--- config.mk ---
export PLATFORM = sky130hd
export DESIGN_NAME = tpo_seq
export DESIGN_NICKNAME = d
export VERILOG_FILES = /design/src/rtl/tpo_pkg.sv /design/src/rtl/tpo_buf_regs.sv /design/src/rtl/tpo_pattern_seq.sv /design/src/rtl/tpo_dt_line.sv /design/src/rtl/tpo_seq.sv
export SDC_FILE = /design/constraint.sdc
export NUM_CORES = 1
export LEC_CHECK = 0
export ABC_CLOCK_PERIOD_IN_PS = 3810
export BUFFER_PORTS_ARGS = -buffer_cell sky130_fd_sc_hd__buf_4
export CORE_MARGIN = 3
export CORE_UTILIZATION = 65
export CTS_CLUSTER_SIZE = 16
export DETAILED_ROUTE_END_ITERATION = 7
export HOLD_SLACK_MARGIN = 0.08
export PLACE_DENSITY = 0.87
export SETUP_SLACK_MARGIN = 0.2
export SYNTH_ARGS = -nofsm -noshare
export SYNTH_HDL_FRONTEND = slang
export SYNTH_SLANG_ARGS = --single-unit
--- constraint.sdc ---
create_clock -name clk -period 3.81 [get_ports clk]
set_input_delay 0.9525 -clock clk [delete_from_list [all_inputs] [get_ports clk]]
set_output_delay 0.9525 -clock clk [all_outputs]
set_load 0.02 [all_outputs]
--- src/rtl/tpo_pkg.sv ---
package tpo_pkg;
  localparam int NUM_PHASE = 3;
  localparam int LINES     = 2 * NUM_PHASE;
  localparam int NUM_BUF   = 2;

  typedef logic [LINES-1:0] gate_vec_t;

  localparam gate_vec_t ALL_OFF = '1;

  // Forces both lines of a pair inactive when both are asked active.
  function automatic gate_vec_t pair_interlock(input gate_vec_t want);
    gate_vec_t res;
    res = want;
    for (int k = 0; k < NUM_PHASE; k++) begin
      if (!want[2*k] && !want[2*k+1]) begin
        res[2*k]   = 1'b1;
        res[2*k+1] = 1'b1;
      end
    end
    return res;
  endfunction
endpackage

--- src/rtl/tpo_buf_regs.sv ---
module tpo_buf_regs
  import tpo_pkg::*;
(
  input  logic      clk,
  input  logic      rst_n,
  input  logic      wr_en,
  input  logic      wr_sel,
  input  gate_vec_t wr_val,
  output gate_vec_t buf0_o,
  output gate_vec_t buf1_o
);
  gate_vec_t bank [NUM_BUF];

  for (genvar b = 0; b < NUM_BUF; b++) begin : g_bank
    always_ff @(posedge clk or negedge rst_n) begin
      if (!rst_n) begin
        bank[b] <= ALL_OFF;
      end else if (wr_en && (int'(wr_sel) == b)) begin
        bank[b] <= wr_val;
      end
    end
  end

  assign buf0_o = bank[0];
  assign buf1_o = bank[1];
endmodule

--- src/rtl/tpo_pattern_seq.sv ---
module tpo_pattern_seq
  import tpo_pkg::*;
(
  input  logic                 clk,
  input  logic                 rst_n,
  input  logic                 xfer_trig,
  input  logic [NUM_PHASE-1:0] os_pulse,
  input  gate_vec_t            buf0_i,
  input  gate_vec_t            buf1_i,
  output gate_vec_t            stage0_o,
  output gate_vec_t            stage1_o,
  output gate_vec_t            req_o
);
  gate_vec_t            stage0_q, stage1_q, target_q;
  logic [NUM_PHASE-1:0] os_q;
  logic [NUM_PHASE-1:0] os_fall;

  assign os_fall = os_q & ~os_pulse;

  always_ff @(posedge clk or negedge rst_n) begin
    if (!rst_n) begin
      os_q     <= '0;
      stage0_q <= ALL_OFF;
      stage1_q <= ALL_OFF;
    end else begin
      os_q <= os_pulse;
      if (xfer_trig) begin
        stage0_q <= buf0_i;
        stage1_q <= buf1_i;
      end
    end
  end

  for (genvar k = 0; k < NUM_PHASE; k++) begin : g_pair
    always_ff @(posedge clk or negedge rst_n) begin
      if (!rst_n) begin
        target_q[2*k+1:2*k] <= 2'b11;
      end else if (xfer_trig) begin
        target_q[2*k+1:2*k] <= buf0_i[2*k+1:2*k];
      end else if (os_fall[k]) begin
        target_q[2*k+1:2*k] <= stage1_q[2*k+1:2*k];
      end
    end
  end

  assign stage0_o = stage0_q;
  assign stage1_o = stage1_q;
  assign req_o    = pair_interlock(target_q);
endmodule

--- src/rtl/tpo_dt_line.sv ---
module tpo_dt_line #(
  parameter int DT_W = 8
) (
  input  logic            clk,
  input  logic            rst_n,
  input  logic            req_off,
  input  logic            dt_en,
  input  logic [DT_W-1:0] dt_count,
  output logic            gate_o
);
  logic            gate_q;
  logic            run_q;
  logic [DT_W-1:0] cnt_q;

  always_ff @(posedge clk or negedge rst_n) begin
    if (!rst_n) begin
      gate_q <= 1'b1;
      run_q  <= 1'b0;
      cnt_q  <= '0;
    end else if (req_off) begin
      gate_q <= 1'b1;
      run_q  <= 1'b0;
    end else if (gate_q) begin
      if (!dt_en) begin
        gate_q <= 1'b0;
        run_q  <= 1'b0;
      end else if (!run_q) begin
        cnt_q <= dt_count;
        run_q <= 1'b1;
      end else if (cnt_q == '0) begin
        gate_q <= 1'b0;
        run_q  <= 1'b0;
      end else begin
        cnt_q <= cnt_q - 1'b1;
      end
    end else begin
      run_q <= 1'b0;
    end
  end

  assign gate_o = gate_q;
endmodule

--- src/rtl/tpo_seq.sv ---
module tpo_seq
  import tpo_pkg::*;
#(
  parameter int DT_W   = 8,
  parameter int REG_W  = 8
) (
  input  logic                 clk,
  input  logic                 rst_n,
  input  logic                 wr_en,
  input  logic                 wr_sel,
  input  logic [REG_W-1:0]     wr_data,
  input  logic                 rd_sel,
  output logic [REG_W-1:0]     rd_data,
  input  logic                 xfer_trig,
  input  logic [NUM_PHASE-1:0] os_pulse,
  input  logic                 dt_en,
  input  logic [DT_W-1:0]      dt_count,
  output logic [LINES-1:0]     gate_o
);
  localparam int PAD_W = REG_W - LINES;

  gate_vec_t buf0_w, buf1_w, stage0_w, stage1_w, req_w;

  tpo_buf_regs u_bufs (
    .clk    (clk),
    .rst_n  (rst_n),
    .wr_en  (wr_en),
    .wr_sel (wr_sel),
    .wr_val (wr_data[LINES-1:0]),
    .buf0_o (buf0_w),
    .buf1_o (buf1_w)
  );

  tpo_pattern_seq u_seq (
    .clk       (clk),
    .rst_n     (rst_n),
    .xfer_trig (xfer_trig),
    .os_pulse  (os_pulse),
    .buf0_i    (buf0_w),
    .buf1_i    (buf1_w),
    .stage0_o  (stage0_w),
    .stage1_o  (stage1_w),
    .req_o     (req_w)
  );

  for (genvar i = 0; i < LINES; i++) begin : g_line
    tpo_dt_line #(.DT_W(DT_W)) u_line (
      .clk      (clk),
      .rst_n    (rst_n),
      .req_off  (req_w[i]),
      .dt_en    (dt_en),
      .dt_count (dt_count),
      .gate_o   (gate_o[i])
    );
  end

  assign rd_data = {{PAD_W{1'b0}}, (rd_sel ? stage1_w : stage0_w)};
endmodule

== Word level (Yosys, flattened, before mapping) ==
Index checks and enable logic that the tools add are counted.
Widths: inputs -> output; s select.
Storage, ports and cells
  input port bits: 26
  bits in registers: 93
  logic and storage cells: 131
Cells by class
  equal/unequal tests: 6
  $add $sub $neg: 6
  multiplexer cells: 58
  bitwise logic cells: 9
  reduce and logical (&&, ||, !) cells: 26
Operators with widths (number)
  $mux 8: 12
  $logic_not 8->1: 6
  $sub 8x1->8 const B: 6
  $mux 1: 36
  $reduce_and 4->1: 6
  $mux 2: 9
  $ne 2x2->1 const B: 6
  $not 1->1: 7
  $logic_not 1->1: 6
  $mux 6: 1
  $reduce_bool 2->1: 3
  $logic_and 1x1->1: 5
  $and 3x3->3: 1
  $not 3->3: 1

== Depth between registers and ports, before layout ==
  word-level depth: 6
  mapped depth: 8

== Modules after synthesis ==
A second synthesis with hierarchy kept.
Second synthesis, totals
  cells, all modules: 508
  area total of the unflattened synthesis: 5387.7 µm²
By module, submodules not included
  tpo_dt_line: times used 6, area an instance 640.6 µm², cells each 66
  tpo_pattern_seq: times used 1, area an instance 939.7 µm², cells each 75
  tpo_buf_regs: times used 1, area an instance 484.2 µm², cells each 27
  tpo_seq: times used 1, area an instance 120.1 µm², cells each 10

== Worst setup path after synthesis ==
Ideal clock, no wire load.
  kind: input-to-output
  start: input rd_sel
  end: output rd_data[1]
  required time: 2.858 ns
  setup slack: 1.227 ns
  arrival: 1.630 ns
  stages on the path: 2
  cells stage by stage: clkbuf_1 -> o21ai_0
Between the ends
  longest elaborated chain between the ends: 1
RTL lines
  start, declared: RTL line tpo_seq.sv:12  | input logic rd_sel,
  $mux 6: RTL line tpo_seq.sv:57  | assign rd_data = {{PAD_W{1'b0}}, (rd_sel ? stage1_w : stage0_w)};
  end, declared: RTL line tpo_seq.sv:13  | output logic [REG_W-1:0] rd_data,
No other way between the ends.

== Worst setup path in the final report ==
Ends and elaborated chain as after synthesis.

==> results.py <==
metrics = {
    "setup_path": {
        "path_common_cell": "buf_4",
        "path_class": "primary input to output pin",
        "crit_buf_inv": 2,
        "startpoint_type": "primary input",
        "cpPeakStageDelay_ps": 250,
        "startpoint": "rd_sel",
        "cp_slowest_cell": "o21ai_0",
        "cp.arrival_ps": 1550,
        "path_delay_family": "buffers and inverters",
        "cp_max_fo": 12,
        "timing.rr.start": "g_line[2].u_line.run_q",
        "cp-end-kind": "output pin",
        "path_cells": "buf_4, o21ai_0, buf_4",
        "crit_required_ps": 2860,
    },
    "sta": {
        "rsz0062_at_grt": "no",
        "hold_violations": 0,
        "period_share": 0.658,
        "hold_slack_ps": 485,
        "fmax_ghz": 0.399,
        "tns_ps": 0,
        "slew_viol_final": 0,
        "fin_crit_ps": 2510,
        "setup_viol": 0,
        "fin_skew_ps": 13.5,
        "tightest_slew_ps": 920,
        "relSlewSlack": 0.387,
    },
    "routing": {
        "drt-total-wl_um": 11000,
        "vias_per_cell": 6.28,
        "drt_iter0_markers": 252,
        "wl_per_cell_um": 17.4,
        "drc_errors": 0,
        "antenna_left": 0,
        "first_pass_iters": 5,
        "vias": 3961,
    },
    "run_status": {
        "status": "finished clean",
    },
    "grt": {
        "grt.overflow.total": 0,
        "antenna_found_initial": 0,
        "grt_pass1_wl_um": 18800,
        "grt_usage": 0.271,
        "grt_pass1_vias": 3881,
        "grt_max_degree": 74,
    },
    "clocking": {
        "cts.sinks": 93,
        "postCtsSetupBuffers": 0,
        "cts_made_buffers": 9,
        "cts_resized": 0,
        "clockBufferDepth": 2,
        "cts_max_level": 3,
        "hold_buffers": 0,
        "cts_root_buf": "clkbuf_8",
        "clkSlewWorstSetupHoldPaths_ps": 100,
        "cts_tree": "built",
        "insertion_delay_ps": 380,
    },
    "placement": {
        "dpl.hpwl_um": 7420,
        "place_area_sq_mm": 0.00525,
        "port_buffers": 35,
        "finalWeightedCongestion": 0.862,
    },
    "floorplanning": {
        "die_h_um": 93.8,
        "ioPinCount": 40,
        "die_x_um": 93.8,
        "core_area_sq_mm": 0.00737,
        "rows": 31,
        "initial_core_util": 0.681,
        "die-area_sq_mm": 0.00881,
    },
    "synthesis": {
        "synth_edf_count": 0,
        "syn_area_per_cell_sq_um": 9.84,
        "asyncSetResetFlopFracSynth": 1.00,
        "synth_cells": 510,
        "yosysSeqAreaShare": 0.473,
        "ys.flop_type": "dfrtp_1",
        "ys_warn_count": 0,
        "synth-seq-cells": 93,
        "syn_area_sq_mm": 0.00502,
        "synth_cell_types": 68,
    },
    "pwr": {
        "p_leak_uw": 0.00223,
        "finalPower_uw": 3390,
        "ir_drop_mv": 0.330,
        "cellPowerDensity_mw_per_mm2": 623,
    },
    "cells_and_area": {
        "fin_util": 0.739,
        "antenna_cells": 0,
        "nets": 565,
        "area_growth_syn_to_layout_pct": 8.51,
        "final_cell_mix": "dfrtp_1, o21ai_0, nand2_1",
        "design_area_sq_mm": 0.00544,
        "layout_commonest_cell": "dfrtp_1",
        "drive_gt1_frac": 0.231,
    },
    "hold_path": {
        "min-delay-start": "u_seq.stage0_o[3]",
        "hp-class": "flop to flop",
    },
    "flow_run": {
        "drv_cap": 0,
    },
}
==> logic make-up (layout without fill, tap and decap cells) <==
family,count (synthesis),in the layout,synth area share
other,1,2,0.000748
buffers and inverters,67,88,0.0616
AO/OA/AOI/OAI,148,148,0.194
AND/OR/NAND/NOR,158,158,0.175
multiplexers,31,31,0.0663
adder cells (fa/ha/maj),12,12,0.0299
flip-flops,93,93,0.473
==> layout make-up <==
type | count | area, sq um
flip-flops and latches | 93 | 2370
multi-input cells | 351 | 2340
fillers | 529 | 1930
repair buffers | 36 | 270
inverters | 36 | 140
clock buffers | 9 | 124
well taps | 99 | 124
clock inverters | 7 | 73.8
==> synthesized netlist by cell type, drive strengths merged, types with 3 or more instances <==
cell type / number / area (sq um)
a21o: 3 / 22.5
a21oi: 32 / 160
a2bb2oi: 9 / 78.8
a31o: 4 / 35.0
a31oi: 4 / 25.0
buf: 16 / 113
clkbuf: 15 / 56.3
dfrtp: 57 / 1430
dfstp: 36 / 946
ha: 12 / 150
inv: 36 / 140
mux2: 18 / 203
mux2i: 13 / 130
nand2: 48 / 180
nand2b: 6 / 37.5
nand3: 23 / 115
nand3b: 3 / 22.5
nand4: 5 / 31.3
nand4b: 7 / 76.3
nor2: 23 / 86.3
nor2b: 3 / 18.8
nor3: 13 / 70.1
nor3b: 3 / 22.5
nor4b: 9 / 91.3
o211ai: 7 / 52.6
o21ai: 51 / 255
o22a: 7 / 61.3
o22ai: 3 / 18.8
o31ai: 3 / 22.5
o32ai: 6 / 52.6
or3: 3 / 18.8
==> power by group <==
part / internal [uW] / switching [uW] / leakage (uW)
registers: 1350 / 400 / 0.00105
clock network: 260 / 408 / 0.000101
logic: 448 / 522 / 0.00108
==> state kept, by name (all words and copies together) (netlist names) <==
signal and flops:
u_bufs.buf0_o 6, u_seq.stage1_o 6, g_line.u_line.cnt_q 48, u_seq.os_q 3
u_bufs.buf1_o 6, g_line.u_line.gate_o 6, u_seq.target_q 6, u_seq.stage0_o 6
g_line.u_line.run_q 6
==> through the flow <==
stage / worst slack (ps) / cells
final: 1300 / 631
after global placement: 1340 / 615
after CTS: 1280 / 631
after floorplan: 1230 / 511
after global routing: 1250 / 631
after detailed placement: 1300 / 615
==> per-layer routing <==
layer / global-route usage / share of wire / vias to the layer above
li1: - / - / 1885
met1: 0.360 / 0.42 / 1941
met5: 0 / 0 / -
met2: 0.441 / 0.50 / 107
met3: 0.0393 / 0.049 / 28
met4: 0.125 / 0.030 / 0
==> worst paths after layout <==
check | endpoint | slack, ps | cells past startpoint
hold reg to reg | u_seq.stage0_o[3] | 490 | 2
min in group asynchronous | g_line[2].u_line.run_q | 670 | 1
setup reg to reg | g_line[2].u_line.cnt_q[7] | 1680 | 5
hold / removal | u_seq.stage0_o[3] | 490 | 2
max in group asynchronous | u_seq.stage0_o[1] | 2210 | 2
setup / recovery | rd_data[1] | 1300 | 3
==> tightest hold or removal path: stages, from the launching register on <==
cell and delay [ps]:
dfstp_2 380, inv_1 50, o21ai_0 60
(Power assumes the default switching activity.)
